`src/rtl/hc_cmd_status.sv`:
```
module hc_cmd_status #(
  parameter int               ADDR_W     = 8,
  parameter logic [ADDR_W-1:0] REG_OFFSET = 8'h08,
  parameter int               DATA_W     = 32,
  parameter int               NCMD       = 4,
  parameter int               CNT_W      = 2,
  parameter int               CNT_LSB    = 16
) (
  input  logic              clk,
  input  logic              rst_n,
  input  logic [ADDR_W-1:0] addr,
  input  logic              wr_en,
  input  logic [DATA_W-1:0] wr_data,
  output logic [DATA_W-1:0] rd_data,
  input  logic              sched_overrun,
  input  logic              owner_done,
  input  logic              clr_reset,
  input  logic              clr_ctrl,
  input  logic              clr_bulk,
  output logic              oc_set,
  output logic [NCMD-1:0]   req_bits
);
  localparam int OWN_BIT = NCMD - 1;
  localparam int CNT_MSB = CNT_LSB + CNT_W - 1;

  logic [NCMD-1:0]  cmd_q, cmd_nxt, hw_clr, sw_set;
  logic [CNT_W-1:0] soc_q;
  logic             oc_q;
  logic             sel;

  assign sel     = (addr == REG_OFFSET);
  assign hw_clr  = {owner_done, clr_bulk, clr_ctrl, clr_reset};
  assign sw_set  = (wr_en && sel) ? wr_data[NCMD-1:0] : '0;
  assign cmd_nxt = (cmd_q | sw_set) & ~hw_clr;

  always_ff @(posedge clk) begin
    if (!rst_n) begin
      cmd_q <= '0;
      soc_q <= '0;
      oc_q  <= 1'b0;
    end else begin
      cmd_q <= cmd_nxt;
      oc_q  <= cmd_nxt[OWN_BIT] & ~cmd_q[OWN_BIT];
      if (sched_overrun) soc_q <= soc_q + 1'b1;
    end
  end

  always_comb begin
    rd_data = '0;
    if (sel) begin
      rd_data[NCMD-1:0]       = cmd_q;
      rd_data[CNT_MSB:CNT_LSB] = soc_q;
    end
  end

  assign oc_set   = oc_q;
  assign req_bits = cmd_q;
endmodule


```
`config.mk`:
```
export PLATFORM = sky130hd
export DESIGN_NAME = hc_cmd_status
export DESIGN_NICKNAME = d
export VERILOG_FILES = /design/src/rtl/hc_cmd_status.sv
export SDC_FILE = /design/constraint.sdc
export NUM_CORES = 1
export LEC_CHECK = 0
export BUFFER_PORTS_ARGS = -buffer_cell sky130_fd_sc_hd__buf_2
export CAP_MARGIN = 20
export CORE_AREA = 2 2 57 43
export DETAILED_ROUTE_END_ITERATION = 12
export DIE_AREA = 0 0 59 45
export HOLD_SLACK_MARGIN = 0.15
export PLACE_DENSITY_LB_ADDON = 0.1
export SLEW_MARGIN = 10
export SYNTH_ARGS = -nofsm -noshare
export SYNTH_HDL_FRONTEND = slang
export SYNTH_SLANG_ARGS = --single-unit
```
`constraint.sdc`:
```
create_clock -name clk -period 1.11 [get_ports clk]
set_clock_uncertainty 0.1 [all_clocks]
set_input_delay 0 -clock clk [delete_from_list [all_inputs] [get_ports clk]]
set_output_delay 0 -clock clk [all_outputs]
set_load 0.05 [all_outputs]
```
==> qor.yml, run 1 <==
finish:
  layout_commonest_cell: "conb_1"
  num_antenna_cells: 0
  drive_above_1_share_pct: 45.0
  finalCoreUtilization_pct: 39.5
  final_nets: 160
  mostFrequentLayoutCells: "26 x conb_1, 24 x buf_2, 11 x dlygate4sd3_1"
  syn_to_final_growth_pct: 45.9
  final_cells: 135
setup_path:
  critPathArrivalTime_ns: 0.97
  critical_path.top_delay_family: "flip-flops"
  critPathLaunchType: "register"
  path_max_fanout: 4
  critical_path_buf_inv_count: 1
  cp_cell_sequence: "and3_2, buf_4"
  cp.required_ns: 1.01
  worst-setup-path-type: "register to output port"
  critical-path-slowest-cell: "dfxtp_2"
  cp-end-kind: "output port"
  max_stage_delay_ns: 0.36
outcome:
  status: "finished clean"
logic_synthesis:
  synth_area_per_cell_um2: 8.60
  synth_top_family_by_area: "buffers and inverters"
  synth-seq-area-share_pct: 25.1
  synthCells: 65
  synth_compound_area_share_pct: 3.58
  ys_warn_count: 0
  synthMuxAreaShare_pct: 0
  synthAdderAreaFrac_pct: 0
  yosysUniqueCellTypes: 15
  synth_xor_area_share_pct: 3.13
  ys_ff_latch: 7
  synth_area_um2: 559
  synth-simple-area-share_pct: 32.7
place:
  io_buffers: 30
  place_congestion: 0.651
  dp_cells: 118
  hpwl_um: 922
cts:
  clkLatencyLatePin_ns: 0.24
  cts_buffers: 3
  root_buffer: "clkbuf_4"
  clkSinkCount: 7
  clkTransAtPathRegs_ns: 0.05
  cts_tree: "built"
  cts.htree.levels: 1
  clk_path_buf_depth: 2
floorplan:
  dieArea_mm2: 0.00266
  fp.dieH_um: 45
  dieWidth_um: 59
  core_area_mm2: 0.00207
  ios: 85
  start_util_pct: 27.1
  rows: 14
detailed_routing:
  dr_total_vias: 502
  drt_iter0_drc: 7
  routedWlPerCell_um: 8.76
  drt_wl_total_um: 1180
  firstDrtPassIters: 2
  viasPerCell: 3.72
  drtAntennaViolNets: 0
  drc: 0
global_routing:
  grt_use_total_pct: 8.05
  overflow: 0
  grt_max_degree: 8
  antenna_found_initial: 0
  grt_first_pass_wirelength_um: 1610
  grt_pass1_vias: 399
sta:
  rsz0062_at_grt: "false"
  whs_ns: 0.138
  slew_violations: 0
  fmax_mhz: 938
  finalSetupViolations: 0
  final_hold_viol_count: 0
  min_period_ns: 1.07
  fin_crit_sh_pct: 96.1
flow_run:
  cap_violations: 0
power:
  finalPower_mw: 0.795
  pwr_density_cell_mw_per_mm2: 974
  vdd_drop_max_v: 0.000319
  p_leak_nw: 0.427
hold_path:
  hold_path_class: "primary input to register"
state kept, by name (all words and copies together), names as in the netlist:
register	cells
oc_set	1
soc_q	2
req_bits	4
cells in the mapped netlist (all sizes together):
cell type / instances / area, um^2
and2: 2 / 12.5
and3: 6 / 45.0
buf: 26 / 195
conb: 1 / 3.75
dfxtp: 7 / 140
nand2: 6 / 25.0
nand3: 4 / 20.0
nor2b: 4 / 25.0
nor3: 1 / 10.0
nor4: 1 / 21.3
nor4b: 1 / 23.8
o21ai: 4 / 20.0
xnor2: 1 / 8.76
xor2: 1 / 8.76
worst reg2reg max path, stage by stage (launching register included):
cell	delay, ns
dfxtp_1	0.37
nand2_1	0.08
xnor2_1	0.12
and2_1	0.14
final timing paths:
path                             startpoint     endpoint  slack, ns  cells after the start
worst max register to register     soc_q[0]     soc_q[1]       0.20                      3
worst min register to register  req_bits[0]  req_bits[0]       0.35                      2
worst min-delay path                addr[7]       oc_set       0.14                      5
worst max-delay path            req_bits[3]   rd_data[3]       0.04                      2
power by group:
part,switching [mW],internal [mW]
logic,0.230,0.0707
registers,0.00584,0.259
clock network,0.0924,0.137
cell families after synthesis:
logic type             after synthesis
AO/OA/AOI/OAI                        4
buffers and inverters               26
AND/OR/NAND/NOR                     25
other                                1
XOR/XNOR                             2
flip-flops                           7
timing repair:
item | CTS | global route
gates cloned | 0 | 0
pin swaps | 0 | 2
hold buffers | 11 | 0
endpoints found under the setup margin | 4 | 8
buffers inserted | 0 | 2
endpoints found under the hold margin | 7 | 0
gates resized for setup | 4 | 6
per-layer routing:
metal  track usage (%)  vias up  part of all wire, %
met4              4.09        0                    0
met1              10.7      215                   44
li1                  -      254                    -
met5                 0        -                    0
met3              1.15        0                   11
met2              12.9       33                   45
cell type report:
| type | instances | area [um^2] |
|---|---|---|
| multi-input cells | 57 | 320 |
| flip-flops and latches | 7 | 145 |
| repair buffers | 43 | 294 |
| clock buffers | 4 | 26.3 |
| fillers | 228 | 1250 |
| well taps | 24 | 30.0 |
per-stage QoR:
stage	cell area [um^2]	setup WS [ns]	TNS, ns
after floorplan	658	0.114	0
after global placement	643	0.00347	0
after detailed placement	643	-0.00757	-0.0124
after CTS	790	0.00299	0
after global routing	816	0.00911	0
final	816	0.0437	0
Note: power is estimated with default switching activity, not from simulation.
==> run 2, diff against run 1 <==
--- a/config.mk
+++ b/config.mk
@@ -5,11 +5,12 @@
 export SDC_FILE = /design/constraint.sdc
 export NUM_CORES = 1
 export LEC_CHECK = 0
+export ABC_AREA = 1
 export BUFFER_PORTS_ARGS = -buffer_cell sky130_fd_sc_hd__buf_2
 export CAP_MARGIN = 20
-export CORE_AREA = 2 2 57 43
+export CORE_AREA = 2 2 56 43
 export DETAILED_ROUTE_END_ITERATION = 12
-export DIE_AREA = 0 0 59 45
+export DIE_AREA = 0 0 58 45
 export HOLD_SLACK_MARGIN = 0.15
 export PLACE_DENSITY_LB_ADDON = 0.1
 export SLEW_MARGIN = 10
==> run 2 against run 1 <==
- hold slack improved by 0.049 ns
- non-clock buffer count decreased by 1
- global-route usage increased by 0.94 points
- largest cell class unchanged
==> qor.yml, run 2 <==
finish:
  drive_above_1_share_pct: 47.9
  num_antenna_cells: 0
  largest_reg_flops: 4
  mostFrequentLayoutCells: "26 x conb_1, 24 x buf_2, 11 x dlygate4sd3_1"
  final_nets: 168
  finalCoreUtilization_pct: 41.2
  layout_commonest_cell: "conb_1"
  syn_to_final_growth_pct: 52.0
  fin_area_um2: 837
global_routing:
  grt_first_pass_wirelength_um: 1700
  overflow: 0
  grt_pass1_vias: 410
  antenna_found_initial: 0
  grt_use_total_pct: 8.99
  grt_max_degree: 7
place:
  place_congestion: 0.613
  dpl_cell_area_um2: 672
  dp_slack_ns: 0.118
  hpwl_um: 932
  io_buffers: 30
logic_synthesis:
  synth_compound_area_share_pct: 10.0
  synth-seq-area-share_pct: 25.5
  yosysUniqueCellTypes: 16
  synth_edf_count: 0
  synth_xor_area_share_pct: 0
  synthCells: 74
  synthAdderAreaFrac_pct: 0
  synth-simple-area-share_pct: 22.3
  ys_async_sr_fraction_pct: 0
  ys_warn_count: 0
  synth_top_cells_by_area: "buf_4 35%, dfxtp_1 25%, a21oi_2 6.4%, nor2_1 6.1%, inv_1 5.5%"
  post-synth-top-area-cell: "buf_4"
  synth_top_family_by_area: "buffers and inverters"
  synth_top_area_share_pct: 35.5
  synth_common_cells: "26 x buf_4, 9 x nor2_1, 8 x inv_1, 7 x dfxtp_1"
  synth_area_per_cell_um2: 7.44
  synth-main-ff-cell: "dfxtp_1"
  yosysMostFrequentCell: "buf_4"
  synth_area_um2: 551
  synthMuxAreaShare_pct: 0
  ys_ff_latch: 7
hold_path:
  whs_path_depth: 7
  hp-start: "addr[0]"
  min_delay_worst_endpoint: "req_bits[1]"
  hold_path_class: "primary input to register"
sta:
  finalSetupViolations: 0
  min_period_ns: 1.06
  fmax_mhz: 947
  worst_slack_ns: 0.0544
  final_hold_viol_count: 0
  fin_crit_sh_pct: 95.1
  slew_violations: 0
  whs_ns: 0.188
setup_path:
  critPathArrivalTime_ns: 0.96
  worst-setup-path-type: "register to output port"
  path_max_fanout: 3
  cp.required_ns: 1.01
  rrSetupSlack_ns: 0.31
  worst-r2r-cell-count: 3
  r2r-start: "soc_q[0]"
  r2r_end: "soc_q[1]"
  critPathLaunchType: "register"
  cp-end-kind: "output port"
cts:
  post-cts-setup-buffers: 0
  clk_path_buf_depth: 2
  clkSinkCount: 7
  clkLatencyLatePin_ns: 0.25
  root_buffer: "clkbuf_4"
  clkTransAtPathRegs_ns: 0.06
  cts_tree: "built"
  cts_buffers: 3
  cts.htree.levels: 1
power:
  clkPwrFrac_pct: 30.4
  p_int_mw: 0.457
  p_switching_mw: 0.330
  pwr_density_cell_mw_per_mm2: 940
  p_sw_share_pct: 42.0
  vdd_drop_max_v: 0.000501
  finalPower_mw: 0.786
  pwr-share-comb_pct: 36.5
  p_leak_nw: 0.400
  seqPwrFrac_pct: 33.1
floorplan:
  core_area_mm2: 0.00203
  rows: 14
  dieArea_mm2: 0.00261
  dieWidth_um: 58
  start_util_pct: 27.1
  ios: 85
  fp.dieH_um: 45
detailed_routing:
  drt_iter0_drc: 6
  firstDrtPassIters: 2
  viasPerCell: 3.62
  drt_wl_total_um: 1180
  drc: 0
  drtAntennaViolNets: 0
  routedWlPerCell_um: 8.24
  dr_total_vias: 518
outcome:
  status: "finished clean"
flow_run:
  cap_violations: 0
==> run 2: cell count changes in the layout (fill, tap and decap cells not counted), moves of 3 or more <==
cell     previous run  this run
inv_1               0         8
and3_2              6         0
nor2_4              0         5
a21oi_2             0         4
nor2_1              0         4
o21ai_1             4         0
buf_4               7         4
nor2b_1             3         0
or2_2               0         3
==> run 2: cell type report <==
type / count / area, um^2
Multi-Input combinational cell: 57 / 310
Inverter: 9 / 33.8
Tap cell: 24 / 30.0
Fill cell: 203 / 1190
Timing Repair Buffer: 42 / 290
Sequential cell: 7 / 146
Clock buffer: 4 / 26.3
==> run 2: worst max-delay path by stage <==
stage	startpoint	endpoint	slack [ns]	depth (start not counted)
6_report	soc_q[1]	rd_data[17]	0.05	3
3_3_place_gp	addr[5]	rd_data[16]	0.13	7
4_1_cts	req_bits[0]	rd_data[0]	0.0007	3
5_1_grt	soc_q[1]	rd_data[17]	-0.02	3
3_5_place_dp	addr[5]	rd_data[16]	0.12	7
2_1_floorplan	addr[5]	rd_data[16]	-0.09	5
==> run 2: logic make-up (layout without fill, tap and decap cells) <==
kind of cell | after synthesis | count (layout)
flops | 7 | 7
simple gates | 23 | 23
compound gates | 8 | 8
buf+inv | 35 | 55
other cells | 1 | 26
==> run 2: layer usage <==
layer / part of all wire [%] / vias to the layer above / track usage, % / wire (um)
li1: - / 263 / - / -
met1: 44 / 223 / 11.2 / 524
met2: 44 / 32 / 13.9 / 524
met3: 11 / 0 / 6.02 / 130
met4: 0 / 0 / 0 / 0
met5: 0 / - / 0 / 0
==> run 2: critical path, cell delays in order (launching register included) <==
cell	delay [ns]
dfxtp_1	0.31
inv_1	0.05
nor2_1	0.11
clkbuf_4	0.24
==> run 2: power groups by stage <==
stage / sequential (mW) / combinational, mW / clock, mW
finish: 0.260 / 0.287 / 0.239
floorplan: 0.265 / 0.287 / 0
global placement: 0.265 / 0.253 / 0
detailed placement: 0.265 / 0.254 / 0
CTS: 0.260 / 0.284 / 0.249
global route: 0.260 / 0.304 / 0.267
==> run 2: what timing repair did <==
action	4_1_cts	5_1_grt
hold buffers	11	0
endpoints found under the setup margin	4	5
hold endpoints to repair	7	0
resized for setup	4	8
==> run 2: through the flow <==
step / TNS (ns) / std cells
after floorplan: -0.183 / 99
after global placement: 0 / 128
after detailed placement: 0 / 128
after CTS: 0 / 143
after global routing: -0.0207 / 143
final: 0 / 143
